==> config.mk <==
export PLATFORM = sky130hd
export DESIGN_NAME = esb_mmio_ctrl
export DESIGN_NICKNAME = d
export VERILOG_FILES = /design/src/rtl/esb_pkg.sv /design/src/rtl/esb_addr_decode.sv /design/src/rtl/esb_pq_cell.sv /design/src/rtl/esb_mmio_ctrl.sv
export SDC_FILE = /design/constraint.sdc
export NUM_CORES = 1
export LEC_CHECK = 0
export BUFFER_PORTS_ARGS = -buffer_cell sky130_fd_sc_hd__buf_2
export CAP_MARGIN = 25
export CORE_UTILIZATION = 42
export DETAILED_ROUTE_END_ITERATION = 16
export GPL_ROUTABILITY_DRIVEN = 0
export PLACE_DENSITY_LB_ADDON = 0.3
export SYNTH_ARGS = -nofsm -noshare
export SYNTH_HDL_FRONTEND = slang
export SYNTH_SLANG_ARGS = --single-unit
==> constraint.sdc <==
create_clock -name clk -period 1.7 [get_ports clk]
set_input_delay 0.255 -clock clk [delete_from_list [all_inputs] [get_ports clk]]
set_output_delay 0.255 -clock clk [all_outputs]
set_load 0.01 [all_outputs]
==> src/rtl/esb_pkg.sv <==
package esb_pkg;

   typedef logic [1:0] pq_t;

   localparam pq_t PQ_RESET = 2'b00;

   typedef enum logic [1:0] {
      OP_EOI = 2'd0,
      OP_GET = 2'd1,
      OP_SET = 2'd2
   } esb_op_e;

   // next state of the coalescing step on a new event
   function automatic pq_t pq_on_event(pq_t cur);
      pq_t nxt;
      case (cur)
         2'b00:   nxt = 2'b10;
         2'b10:   nxt = 2'b11;
         2'b11:   nxt = 2'b11;
         default: nxt = cur;
      endcase
      return nxt;
   endfunction

   function automatic logic pq_forwards(pq_t cur);
      return cur == 2'b00;
   endfunction

   // next state after end-of-interrupt
   function automatic pq_t pq_on_eoi(pq_t cur);
      pq_t nxt;
      case (cur)
         2'b10:   nxt = 2'b00;
         2'b11:   nxt = 2'b10;
         default: nxt = cur;
      endcase
      return nxt;
   endfunction

   function automatic logic pq_eoi_replay(pq_t cur);
      return cur == 2'b11;
   endfunction

endpackage

==> src/rtl/esb_addr_decode.sv <==
module esb_addr_decode
   import esb_pkg::*;
#(
   parameter int ADDR_W     = 16,
   parameter int PAGE_SHIFT = 12,
   parameter int NUM_DESC   = 4,
   localparam int IDX_W     = ADDR_W - PAGE_SHIFT - 1
) (
   input  logic [IDX_W-1:0] idx_bits,
   input  logic             side_bit,
   input  logic [3:0]       op_bits,
   input  logic [2:0]       align_bits,
   output logic [IDX_W-1:0] idx,
   output logic             side_esc,
   output esb_op_e          op,
   output pq_t              force_val,
   output logic             idx_present,
   output logic             aligned
);
   assign idx       = idx_bits;
   assign side_esc  = side_bit;
   assign force_val = op_bits[1:0];
   assign aligned   = (align_bits == 3'b000);

   always_comb begin
      if (!op_bits[3])      op = OP_EOI;
      else if (!op_bits[2]) op = OP_GET;
      else                  op = OP_SET;
   end

   generate
      if ((1 << IDX_W) > NUM_DESC) begin : g_partial
         assign idx_present = (idx_bits < IDX_W'(NUM_DESC));
      end else begin : g_full
         assign idx_present = 1'b1;
      end
   endgenerate

endmodule

==> src/rtl/esb_pq_cell.sv <==
module esb_pq_cell
   import esb_pkg::*;
(
   input  logic    clk,
   input  logic    rst_n,
   input  logic    ld_hit,
   input  logic    ld_esc,
   input  esb_op_e ld_op,
   input  pq_t     ld_force,
   input  logic    tr_hit,
   output logic [1:0] ld_ret,
   output logic    tr_fwd
);
   pq_t pq_n, pq_e;
   pq_t n_post_trig, target, target_new;
   pq_t nxt_n, nxt_e;

   always_comb begin
      n_post_trig = tr_hit ? pq_on_event(pq_n) : pq_n;
      tr_fwd      = tr_hit & pq_forwards(pq_n);
      target      = ld_esc ? pq_e : n_post_trig;
      target_new  = target;
      ld_ret      = 2'b00;
      case (ld_op)
         OP_EOI: begin
            target_new = pq_on_eoi(target);
            ld_ret     = {1'b0, pq_eoi_replay(target)};
         end
         OP_GET: ld_ret = target;
         default: begin
            target_new = ld_force;
            ld_ret     = target;
         end
      endcase
      nxt_n = (ld_hit && !ld_esc) ? target_new : n_post_trig;
      nxt_e = (ld_hit &&  ld_esc) ? target_new : pq_e;
   end

   // registers update only on a real change of value
   always_ff @(posedge clk) begin
      if (!rst_n) begin
         pq_n <= PQ_RESET;
         pq_e <= PQ_RESET;
      end else begin
         if (nxt_n != pq_n) pq_n <= nxt_n;
         if (nxt_e != pq_e) pq_e <= nxt_e;
      end
   end

endmodule

==> src/rtl/esb_mmio_ctrl.sv <==
module esb_mmio_ctrl
   import esb_pkg::*;
#(
   parameter int NUM_DESC   = 4,
   parameter int PAGE_SHIFT = 12,
   parameter int ADDR_W     = 16,
   localparam int IDX_W     = ADDR_W - PAGE_SHIFT - 1
) (
   input  logic                clk,
   input  logic                rst_n,
   input  logic [NUM_DESC-1:0] desc_valid,
   input  logic [NUM_DESC-1:0] desc_ucond,
   input  logic                req_valid,
   input  logic                req_write,
   input  logic [ADDR_W-1:0]   req_addr,
   input  logic [3:0]          req_bytes,
   input  logic                req_bige,
   output logic                rsp_valid,
   output logic [63:0]         rsp_data,
   output logic                rsp_err,
   input  logic                trig_valid,
   input  logic [IDX_W-1:0]    trig_idx,
   output logic                notify_valid,
   output logic [IDX_W-1:0]    notify_idx
);
   localparam int ACCESS_BYTES = 8;

   generate
      if (PAGE_SHIFT != 12 && PAGE_SHIFT != 16) begin : g_bad_shift
         $error("PAGE_SHIFT must be 12 or 16");
      end
      if (NUM_DESC < 1) begin : g_bad_count
         $error("NUM_DESC must be at least 1");
      end
      if ((1 << IDX_W) < NUM_DESC) begin : g_bad_width
         $error("ADDR_W too narrow for NUM_DESC");
      end
   endgenerate

   logic [IDX_W-1:0] ld_idx;
   logic             ld_esc, idx_present, aligned;
   esb_op_e          ld_op;
   pq_t              ld_force;

   esb_addr_decode #(
      .ADDR_W(ADDR_W), .PAGE_SHIFT(PAGE_SHIFT), .NUM_DESC(NUM_DESC)
   ) u_dec (
      .idx_bits   (req_addr[ADDR_W-1:PAGE_SHIFT+1]),
      .side_bit   (req_addr[PAGE_SHIFT]),
      .op_bits    (req_addr[11:8]),
      .align_bits (req_addr[2:0]),
      .idx        (ld_idx),
      .side_esc   (ld_esc),
      .op         (ld_op),
      .force_val  (ld_force),
      .idx_present(idx_present),
      .aligned    (aligned)
   );

   logic acc_ok, acc_err, ld_live;
   assign acc_ok  = req_valid && !req_write && (req_bytes == 4'(ACCESS_BYTES))
                    && req_bige && aligned;
   assign acc_err = req_valid && !acc_ok;

   logic ld_desc_ok;
   logic tr_present, tr_desc_ok, tr_ucond;
   always_comb begin
      ld_desc_ok = 1'b0;
      tr_desc_ok = 1'b0;
      tr_ucond   = 1'b0;
      for (int d = 0; d < NUM_DESC; d++) begin
         if (ld_idx == IDX_W'(d)) ld_desc_ok = desc_valid[d];
         if (trig_idx == IDX_W'(d)) begin
            tr_desc_ok = desc_valid[d];
            tr_ucond   = desc_ucond[d];
         end
      end
   end
   assign ld_live    = acc_ok && idx_present && ld_desc_ok;
   assign tr_present = trig_valid && tr_desc_ok;

   logic [NUM_DESC-1:0] cell_ld_hit, cell_tr_hit, cell_fwd;
   logic [1:0]          cell_ret [NUM_DESC];

   generate
      for (genvar d = 0; d < NUM_DESC; d++) begin : g_cell
         assign cell_ld_hit[d] = ld_live && (ld_idx == IDX_W'(d));
         assign cell_tr_hit[d] = tr_present && !tr_ucond && (trig_idx == IDX_W'(d));
         esb_pq_cell u_cell (
            .clk     (clk),
            .rst_n   (rst_n),
            .ld_hit  (cell_ld_hit[d]),
            .ld_esc  (ld_esc),
            .ld_op   (ld_op),
            .ld_force(ld_force),
            .tr_hit  (cell_tr_hit[d]),
            .ld_ret  (cell_ret[d]),
            .tr_fwd  (cell_fwd[d])
         );
      end
   endgenerate

   logic [1:0] sel_ret;
   always_comb begin
      sel_ret = 2'b00;
      for (int d = 0; d < NUM_DESC; d++)
         if (cell_ld_hit[d]) sel_ret = cell_ret[d];
   end

   logic fwd_now;
   assign fwd_now = tr_present && (tr_ucond || (|cell_fwd));

   always_ff @(posedge clk) begin
      if (!rst_n) begin
         rsp_valid    <= 1'b0;
         rsp_err      <= 1'b0;
         rsp_data     <= '0;
         notify_valid <= 1'b0;
         notify_idx   <= '0;
      end else begin
         rsp_valid    <= req_valid;
         rsp_err      <= acc_err;
         rsp_data     <= ld_live ? {62'b0, sel_ret} : '1;
         notify_valid <= fwd_now;
         notify_idx   <= fwd_now ? trig_idx : '0;
      end
   end

endmodule

==> out/qor.yml <==
outcome: "finished, violations left"
violations: "negative setup slack"
dp_hpwl_um: 4754
power.density_mw_per_mm2: 501.1
drc_errors: 0
r2r_start: "g_cell[0].u_cell.pq_n[1]"
port_buffers: 101
period_share: 1.048
fmax_ghz: 0.5612
avgSynthCellArea_um2: 7.872
power.share.clock: 0.272
dieArea_mm2: 0.005368
sw_frac_of_total: 0.3328
net-switching-power_mw: 0.4649
cts.sinks: 25
postRouteAntennaNets: 0
async_flop_share: 0
holdBufCountCts: 0
wl_um: 6287
core_mm2: 0.004817
cts_buffers: 3
place_inst: 411
tritoncts: "yes"
viasPerCell: 5.268
pre_cts_ws_ps: -337.0
ys_seq_area_frac: 0.2346
rsz0062_at_grt: "true"
path_class: "in -> reg"
p_leak_nw: 1.221
fin_worst_skew_ps: 5.166
crit_required_ps: 1890
cpMaxStageDelayCell: "or4b_4"
setup_tns_ps: -320.4
maxCapViolations: 0
die_x_um: 73.27
critPathCapture: "g_cell[0].u_cell.pq_n[0]"
fin_nets: 392
clkLatencyLatePin_ps: 270
antennaDiodeCount: 0
crit_chain: "buf_6 > or4b_4 > nor4_4 > buf_4 > buf_6 > nand3_4 > nor2_4 > a211oi_2 > a211oi_2"
synthTopCellsByArea: "dfxtp_1 (23%), buf_4 (21%), o21ai_0 (3.8%)"
clk_pin_slew_ps: 100
synth_largest_area_cell: "dfxtp_1"
final_cells: 421
drive_gt1_frac: 0.5424
die_y_um: 73.27
synth_ff_type: "dfxtp_1"
synth_area_mm2: 0.002133
post_drt_wl_per_cell_um: 14.93
period_needed_ps: 1782
start_util: 0.4429
crit_arrival_ps: 1970
ys_warn_count: 0
worstReg2RegEnd: "rsp_data[0]"
start_kind: "primary input"
h-tree-depth: 1
hp-class: "in -> reg"
slowest_delay_ps: 570
cts_max_path_buffers: 2
grt_first_pass_wirelength_um: 9384
cp-startpoint: "req_bytes[0]"
grt.overflow.total: 0
synth_top_cell_area_share: 0.2346
critPathCaptureType: "flop"
antenna_found_initial: 0
grt_max_degree: 63
clockRootBuffer: "clkbuf_8"
grt_use_total: 0.2270
p_int_mw: 0.9320
synth_nets: 308
area_growth_pct: 30.67
fillerInstances: 474
synth.ff_latch_count: 25
dr.first_iter.drc_count: 225
rr_worst_depth: 8
combPwrFrac: 0.291
synth_edf_count: 0
synthCells: 271
drv_slew: 0
r2r_setup_slack_ps: 30
worst_slack_ps: -81.89
drtPass1Iterations: 5
worst-path-max-fanout: 5
io-pin-count: 107
dr_total_vias: 2218
ir_drop_uv: 329.5
grt_pass1_vias: 1976
rows: 25
setup_violations: 12
synth.distinct_cells: 59
hold_violations: 0
seq_power_share: 0.437
state kept, by name (all words and copies together), names as in the netlist:
name,count
rsp_data,3
g_cell.u_cell.pq_e,8
rsp_valid,1
rsp_err,1
g_cell.u_cell.pq_n,8
notify_valid,1
notify_idx,3
cell families after synthesis:
kind of cell | after synthesis | synth area share
compound gates | 78 | 0.2416
buf+inv | 78 | 0.2463
flops | 25 | 0.2346
mux | 5 | 0.03519
other cells | 1 | 0.001758
simple gates | 84 | 0.2405
worst min-delay path by stage:
stage / startpoint / end / slack [ps] / cells after the start
2_1_floorplan: trig_idx[0] / notify_idx[0] / 380 / 1
3_3_place_gp: g_cell[3].u_cell.pq_e[0] / g_cell[3].u_cell.pq_e[0] / 470 / 2
3_5_place_dp: g_cell[3].u_cell.pq_e[0] / g_cell[3].u_cell.pq_e[0] / 490 / 2
4_1_cts: req_valid / rsp_valid / 220 / 2
5_1_grt: req_valid / rsp_valid / 230 / 2
6_report: req_valid / rsp_valid / 220 / 2
cells in the mapped netlist, types with 2 or more instances:
master and number:
buf_4 61, dfxtp_1 25, nand2_1 18, o21ai_0 16
a21oi_1 14, nor2_1 14, nand3_1 11, inv_1 8
a211oi_1 7, o22ai_1 6, clkbuf_1 5, nand2b_1 5
nor3_1 5, o21ai_1 5, a31oi_1 4, and2_1 3
buf_2 3, mux2i_1 3, nor4_2 3, o31ai_1 3
a21o_1 2, a22oi_1 2, mux4_2 2, nand3_2 2
nand3b_1 2, nand4_1 2, nor2_2 2, nor3_2 2
nor4_1 2, o211ai_1 2, o21bai_1 2, o32ai_1 2
o41ai_1 2
layout by cell type, fill, tap and decap left out, types with 3 or more instances in the layout:
cell type / netlist / layout
buf_2: 3 / 100
buf_4: 61 / 45
dfxtp_1: 25 / 24
nand2_1: 18 / 17
a21oi_1: 14 / 14
nor2_1: 14 / 13
o21ai_0: 16 / 11
nand3_1: 11 / 10
o21ai_1: 5 / 9
inv_1: 8 / 8
a211oi_2: 0 / 6
nand2b_1: 5 / 5
o22ai_1: 6 / 5
nor3_1: 5 / 4
a31oi_1: 4 / 4
nor4_4: 1 / 3
and2_1: 3 / 3
nor2_4: 1 / 3
mux2i_1: 3 / 3
clkbuf_8: 0 / 3
buf_6: 0 / 3
metal layers:
metal	vias up	track usage	wire (um)
met3	8	0.02332	402
met2	107	0.3889	3153
li1	1089	-	-
met5	-	0	0
met1	1014	0.2985	2629
met4	0	0.07190	102
worst max-delay path: cells and delay by family:
kind	cells	cell delay (ps)
AO/OA/AOI/OAI	2	240
AND/OR/NAND/NOR	4	1080
buffers and inverters	3	390
cell type report:
class                           count  area, um2  share of cell area
Sequential cell                    25      504.2              0.1809
Multi-Input combinational cell    168       1247              0.4475
Clock inverter                      1      5.005            0.001795
Inverter                            9      33.78             0.01212
Clock buffer                        3      41.29             0.01481
Timing Repair Buffer              148      872.1              0.3128
Tap cell                           67      83.83             0.03007
repair_timing:
action / 4_1_cts / 5_1_grt
pin swaps: 3 / 22
setup endpoints to repair: 9 / 79
setup buffers: 2 / 4
resized for setup: 4 / 31
gates cloned: 0 / 0
through the flow:
step                power [mW]  hold WS (ps)  instance area [um2]    util
floorplan               0.8993         376.7                 2135       -
finish                   1.397         222.4                 2788  0.5787
CTS                      1.380         221.9                 2628  0.5455
global placement         1.000         467.4                 2540  0.5273
detailed placement       1.004         489.9                 2540  0.5273
global route             1.464         226.1                 2788  0.5787
power by group through the flow:
stage | clock [mW] | combinational, mW | sequential (mW)
after floorplan | 0 | 0.267 | 0.632
after global placement | 0 | 0.376 | 0.624
after detailed placement | 0 | 0.378 | 0.626
after CTS | 0.385 | 0.383 | 0.612
after global routing | 0.411 | 0.438 | 0.616
final | 0.380 | 0.406 | 0.611
No activity file was read; power rests on OpenSTA's default activity.
